<file path="src/rtl/trim_filter_pkg.sv">
package trim_filter_pkg;

    typedef enum logic [1:0] {
        FM_PASS = 2'd0,
        FM_2OF4 = 2'd1,
        FM_4OF6 = 2'd2,
        FM_4OF8 = 2'd3
    } fmode_e;

    // samples gathered before one result
    function automatic int unsigned grp_size(fmode_e m);
        case (m)
            FM_2OF4: return 4;
            FM_4OF6: return 6;
            FM_4OF8: return 8;
            default: return 1;
        endcase
    endfunction

    // samples thrown away at each end of the sorted group
    function automatic int unsigned drop_cnt(fmode_e m);
        return (m == FM_4OF8) ? 2 : 1;
    endfunction

    // log2 of the number of survivors
    function automatic int unsigned keep_shift(fmode_e m);
        return (m == FM_2OF4) ? 1 : 2;
    endfunction

endpackage

</file>
<file path="src/rtl/trim_rank_keep.sv">
// Keeps the RANK most extreme values seen so far, ordered from the most
// extreme down; purely combinational insertion of one new value.
module trim_rank_keep #(
    parameter int DW        = 12,
    parameter int RANK      = 3,
    parameter bit KEEP_HIGH = 1'b1
) (
    input  logic [RANK-1:0][DW-1:0] cur,
    input  logic [DW-1:0]           x,
    output logic [RANK-1:0][DW-1:0] nxt
);

    function automatic logic beats(input logic [DW-1:0] a, input logic [DW-1:0] b);
        return KEEP_HIGH ? (a > b) : (a < b);
    endfunction

    for (genvar i = 0; i < RANK; i++) begin : g_slot
        if (i == 0) begin : g_head
            assign nxt[i] = beats(x, cur[i]) ? x : cur[i];
        end else begin : g_tail
            assign nxt[i] = beats(x, cur[i-1]) ? cur[i-1]
                          : (beats(x, cur[i]) ? x : cur[i]);
        end
    end

endmodule

</file>
<file path="src/rtl/trim_range_limit.sv">
// Compares the spread of the kept samples against both programmable limits.
module trim_range_limit #(
    parameter int DW       = 12,
    parameter int REL_BIAS = 2,
    parameter int ABS_EXP  = 10
) (
    input  logic [2:0]    rel_code,
    input  logic [2:0]    abs_code,
    input  logic [DW-1:0] spread,
    output logic          too_wide
);

    localparam logic [DW-1:0] FULL = '1;

    logic [DW-1:0] rel_lim;
    logic [DW:0]   abs_lim;

    always_comb begin
        rel_lim  = FULL >> (int'(rel_code) + REL_BIAS);
        abs_lim  = (DW+1)'(1) << (ABS_EXP - int'(abs_code));
        too_wide = ((rel_code != 3'd0) && (spread > rel_lim)) ||
                   ((abs_code != 3'd0) && ({1'b0, spread} > abs_lim));
    end

endmodule

</file>
<file path="src/rtl/trim_filter.sv">
module trim_filter
    import trim_filter_pkg::*;
#(
    parameter int DW       = 12,
    parameter int MAXDROP  = 2,
    parameter int MAXGRP   = 8,
    parameter int REL_BIAS = 2,
    parameter int ABS_EXP  = 10
) (
    input  logic          clk,
    input  logic          rst_n,
    input  logic          clr,
    input  logic [1:0]    mode,
    input  logic [2:0]    rel_code,
    input  logic [2:0]    abs_code,
    input  logic          in_valid,
    input  logic [DW-1:0] in_data,
    output logic          out_valid,
    output logic          out_invalid,
    output logic [DW-1:0] out_data
);

    localparam int RANK = MAXDROP + 1;
    localparam int CW   = $clog2(MAXGRP + 1);
    localparam int SW   = DW + $clog2(MAXGRP);

    typedef logic [RANK-1:0][DW-1:0] rank_t;

    typedef struct packed {
        logic [CW-1:0] cnt;
        logic [SW-1:0] sum;
        rank_t         hi;
        rank_t         lo;
        logic          ov;
        logic          oi;
        logic [DW-1:0] od;
    } st_t;

    st_t    st_d, st_q;
    fmode_e md;
    rank_t  hi_n, lo_n;

    logic [SW-1:0] sum_n;
    logic [SW-1:0] kept;
    logic [SW-1:0] mean;
    logic [DW-1:0] spread;
    logic          too_wide;
    int unsigned   drop;

    assign md = fmode_e'(mode);

    trim_rank_keep #(.DW(DW), .RANK(RANK), .KEEP_HIGH(1'b1)) u_top_rank (
        .cur (st_q.hi),
        .x   (in_data),
        .nxt (hi_n)
    );

    trim_rank_keep #(.DW(DW), .RANK(RANK), .KEEP_HIGH(1'b0)) u_bot_rank (
        .cur (st_q.lo),
        .x   (in_data),
        .nxt (lo_n)
    );

    trim_range_limit #(.DW(DW), .REL_BIAS(REL_BIAS), .ABS_EXP(ABS_EXP)) u_limit (
        .rel_code (rel_code),
        .abs_code (abs_code),
        .spread   (spread),
        .too_wide (too_wide)
    );

    // arithmetic on the group including the sample now offered
    always_comb begin
        drop  = drop_cnt(md);
        sum_n = st_q.sum + SW'(in_data);
        kept  = sum_n - SW'(hi_n[0]) - SW'(lo_n[0]);
        if (drop == 2) begin
            kept = kept - SW'(hi_n[1]) - SW'(lo_n[1]);
        end
        spread = hi_n[drop] - lo_n[drop];
        mean   = kept >> keep_shift(md);
    end

    always_comb begin
        st_d    = st_q;
        st_d.ov = 1'b0;
        st_d.oi = 1'b0;
        if (clr) begin
            st_d.cnt = '0;
            st_d.sum = '0;
            st_d.hi  = '0;
            st_d.lo  = '1;
        end else if (in_valid) begin
            if (md == FM_PASS) begin
                st_d.ov = 1'b1;
                st_d.od = in_data;
            end else if (st_q.cnt >= CW'(grp_size(md) - 1)) begin
                if (too_wide) begin
                    st_d.oi = 1'b1;
                end else begin
                    st_d.ov = 1'b1;
                    st_d.od = DW'(mean);
                end
                st_d.cnt = '0;
                st_d.sum = '0;
                st_d.hi  = '0;
                st_d.lo  = '1;
            end else begin
                st_d.cnt = st_q.cnt + CW'(1);
                st_d.sum = sum_n;
                st_d.hi  = hi_n;
                st_d.lo  = lo_n;
            end
        end
    end

    always_ff @(posedge clk or negedge rst_n) begin
        if (!rst_n) begin
            st_q     <= '0;
            st_q.lo  <= '1;
        end else begin
            st_q <= st_d;
        end
    end

    assign out_valid   = st_q.ov;
    assign out_invalid = st_q.oi;
    assign out_data    = st_q.od;

endmodule

</file>
<file path="config.mk">
export PLATFORM = sky130hd
export DESIGN_NAME = trim_filter
export DESIGN_NICKNAME = d
export VERILOG_FILES = /design/src/rtl/trim_filter_pkg.sv /design/src/rtl/trim_rank_keep.sv /design/src/rtl/trim_range_limit.sv /design/src/rtl/trim_filter.sv
export SDC_FILE = /design/constraint.sdc
export NUM_CORES = 1
export LEC_CHECK = 0
export BUFFER_PORTS_ARGS = -buffer_cell sky130_fd_sc_hd__buf_2
export CAP_MARGIN = 40
export CORE_UTILIZATION = 45
export CTS_CLUSTER_DIAMETER = 40
export DETAILED_ROUTE_END_ITERATION = 16
export PLACE_DENSITY = 0.66
export RECOVER_POWER = 100
export SLEW_MARGIN = 20
export SYNTH_ARGS = -nofsm -noshare
export SYNTH_HDL_FRONTEND = slang
export SYNTH_HIERARCHICAL = 1
export SYNTH_SLANG_ARGS = --single-unit
</file>
<file path="constraint.sdc">
create_clock -name clk -period 6.6 [get_ports clk]
set_clock_uncertainty 0.1 [all_clocks]
set_input_delay 0.66 -clock clk [delete_from_list [all_inputs] [get_ports clk]]
set_output_delay 0.66 -clock clk [all_outputs]
set_load 0.05 [all_outputs]
</file>
==> impl_metrics.csv <==
group,metric,value,unit
grt,grt_pass1_vias,9764,
final_layout,layout.cells.non_filler,1745,
worst_setup_path,crit_slowest_cell,"fa_1",
floorplan,design.core.area,23800,µm²
yosys,netlist_area,11000,µm²
power_and_ir_drop,power_density,441,nW/µm²
status,violations,"max-capacitance violations, max-slew violations",
worst_setup_path,rr_endpoint,"out_data[11]",
floorplan,die_h,158,µm
clock_network,cts_buffers,9,
grt,gr-usage-all-layers,0.285,
worst_setup_path,required,6.75,ns
route,ant_nets,0,
min_path,hold_depth,2,
yosys,synthFlopType,"dfrtp_1",
final_layout,num-nets-final,1612,
clock_network,htree_levels,3,
timing,final.period_utilization,0.982,
yosys,ys_types,83,
min_path,min_from,"out_data[0]",
final_layout,final_cell_mix,"buf_4, inv_1, ha_1",
power_and_ir_drop,power.total,6.04,mW
worst_setup_path,r2r-start,"st_q[22]",
clock_network,clkSinkCount,104,
worst_setup_path,cp_max_fo,6,
status,status,"finished, violations left",
worst_setup_path,reg2reg_slack,0.13,ns
min_path,hold_end,"out_data[0]",
worst_setup_path,max_stage_delay,0.58,ns
route,drt_pass1_iterations,5,
floorplan,num_io_pins,38,
timing,fin_crit,6.48,ns
placement,place.gp.congestion,0.936,
flow_run,max_cap_viol_count,4,
timing,final_hold_viol_count,0,
final_layout,multi_input_area,7980,µm²
final_layout,fillers,2114,
final_layout,final_common_cell,"buf_4",
worst_setup_path,worstPathArrival,6.62,ns
route,post_drt_via_cell_ratio,5.76,
placement,place_ws,-0.580,ns
grt,grt_max_degree,58,
yosys,synth_edf_count,0,
yosys,syn_inst,1220,
route,via_count,10100,
power_and_ir_drop,power_leakage,6.59,nW
final_layout,post-route-util,0.576,
final_layout,register_area,2650,µm²
yosys,syn_avg_cell_area,9.02,µm²
timing,timing.final.ws_setup,0.121,ns
yosys,ys_warn_count,6,
placement,hpwl,26.2,mm
final_layout,n_antenna_cell,0,
clock_network,cts_root_buffer,"clkbuf_16",
timing,setup_viol,0,
yosys,yosys.area.top_type,"ha_1",
placement,io_buffers,37,
floorplan,initial_core_util,0.463,
yosys,synth-seq-area-share,0.241,
worst_setup_path,r2r_cells,28,
timing,worstMarginPinSlew,3.07,ns
worst_setup_path,endpoint_kind,"register",
worst_setup_path,crit_top_cell,"ha_4",
yosys,synth_top_area_share,0.161,
placement,dp.cells,1711,
final_layout,synthToLayoutAreaGrowth,24.3,%
route,drc_errors,0,
floorplan,rows,56,
route,wl,35.1,mm
floorplan,dieArea,25100,µm²
yosys,synth_area_leaders,"ha_1, dfrtp_1, dfstp_2, mux2i_1, inv_1",
clock_network,clock_latency,0.37,ns
clock_network,clk_pin_slew,0.08,ns
power_and_ir_drop,ir_drop,0.849,mV
yosys,async_reset_ff_frac,1.00,
grt,grt-ovfl-total,0,
timing,slew_headroom,-1.05,
timing,drv_slew,171,
clock_network,cts_tree,"done",
grt,grt_pass1_wl,54.2,mm
yosys,ys_ff_latch,104,
floorplan,die_width,158,µm
worst_setup_path,worst-setup-path-type,"input port to register",
clock_network,clock_path_buffers,2,
route,drtIter0Drc,768,
min_path,hp-class,"register to register",
route,wire_per_inst,20.1,µm
grt,antenna_found_initial,0,
timing,fmax,154,MHz
worst_setup_path,startpoint_type,"input port",
final_layout,drive_above_1_share,0.273,
-- synth_stat cells (3+ instances only) --
master and count:
a31oi_1 3, mux2_2 24, buf_2 11, a221oi_1 3
dfrtp_1 68, nand2b_1 10, o21ai_1 12, ha_1 142
buf_6 3, fa_1 25, o21a_1 12, a211o_1 3
mux2i_1 85, o21bai_1 7, buf_4 19, and4_1 6
o221ai_1 5, and3_1 10, a21o_1 24, nand4_1 13
nor3_1 12, xor2_1 12, o211ai_1 9, a211oi_2 4
dfstp_2 36, o22ai_1 4, a21oi_1 96, xnor2_1 27
nor2b_1 9, nor2_1 81, mux2_1 11, and2_1 3
o21ai_0 48, a22o_1 33, nand3_1 16, a211oi_1 11
nand2_1 59, inv_1 152, clkbuf_1 19, nand3b_1 5
o22a_1 24, a41oi_1 4, o31ai_1 7
-- repair_timing --
item                       CTS  global route
setup endpoints to repair    5            13
pin swaps                    2            60
setup buffers                2            17
gates resized for setup      7            93
hold buffers                 0             0
-- kinds of logic after synthesis --
kind of cell / share of synthesized area
multiplexers: 0.113
AO/OA/AOI/OAI: 0.219
other: 0.000682
XOR/XNOR: 0.0310
adder cells (fa/ha/maj): 0.207
AND/OR/NAND/NOR: 0.105
flip-flops: 0.241
buffers and inverters: 0.0836
-- flip-flops by register name, indices dropped and copies added, names as in the netlist --
| register | cells |
|---|---|
| out_invalid | 1 |
| out_data | 12 |
| out_valid | 1 |
| st_q | 90 |
-- layout make-up --
type                       count  area share
tap                          319      0.0292
sequential                   104       0.194
clock inverter                 6     0.00531
multi-input combinational    909       0.584
timing repair buffer         244       0.129
clock buffer                  10      0.0167
inverter                     153      0.0429
-- routing by layer --
metal  wire length, µm  global-route usage
met5                 0                   0
met3              2120              0.0441
met1             15900               0.394
met4              1090              0.0806
met2             16000               0.457
-- critical path, delay by kind of cell --
family | cells | cell delay [ns]
buf+inv | 6 | 0.90
fa+ha+maj | 5 | 1.73
compound gates | 10 | 1.86
mux | 1 | 0.33
simple gates | 5 | 0.79
xor+xnor | 2 | 0.33
-- how the worst max path moves through the flow --
| stage | startpoint | endpoint | cells after the start |
|---|---|---|---|
| detailed placement | in_data[8] | out_data[11] | 28 |
| CTS | st_q[22] | out_data[11] | 27 |
| global placement | in_data[8] | out_data[11] | 28 |
| finish | in_data[10] | out_data[11] | 29 |
| global route | in_data[10] | out_data[4] | 33 |
| floorplan | in_data[5] | out_data[11] | 27 |
-- metrics by stage --
stage                     hold WS, ns  setup TNS [ns]  area (µm²)
after floorplan                 0.264               0       11000
after global placement          0.367           -1.89       12700
after detailed placement        0.374           -3.02       12700
after CTS                       0.236               0       13100
after global routing            0.413          -0.305       13700
final                           0.388               0       13700
-- power by group --
group,internal [mW],switching [mW]
sequential,0.712,0.0511
combinational,2.26,2.43
clock,0.301,0.283
Power figures use the tool's default switching activity.
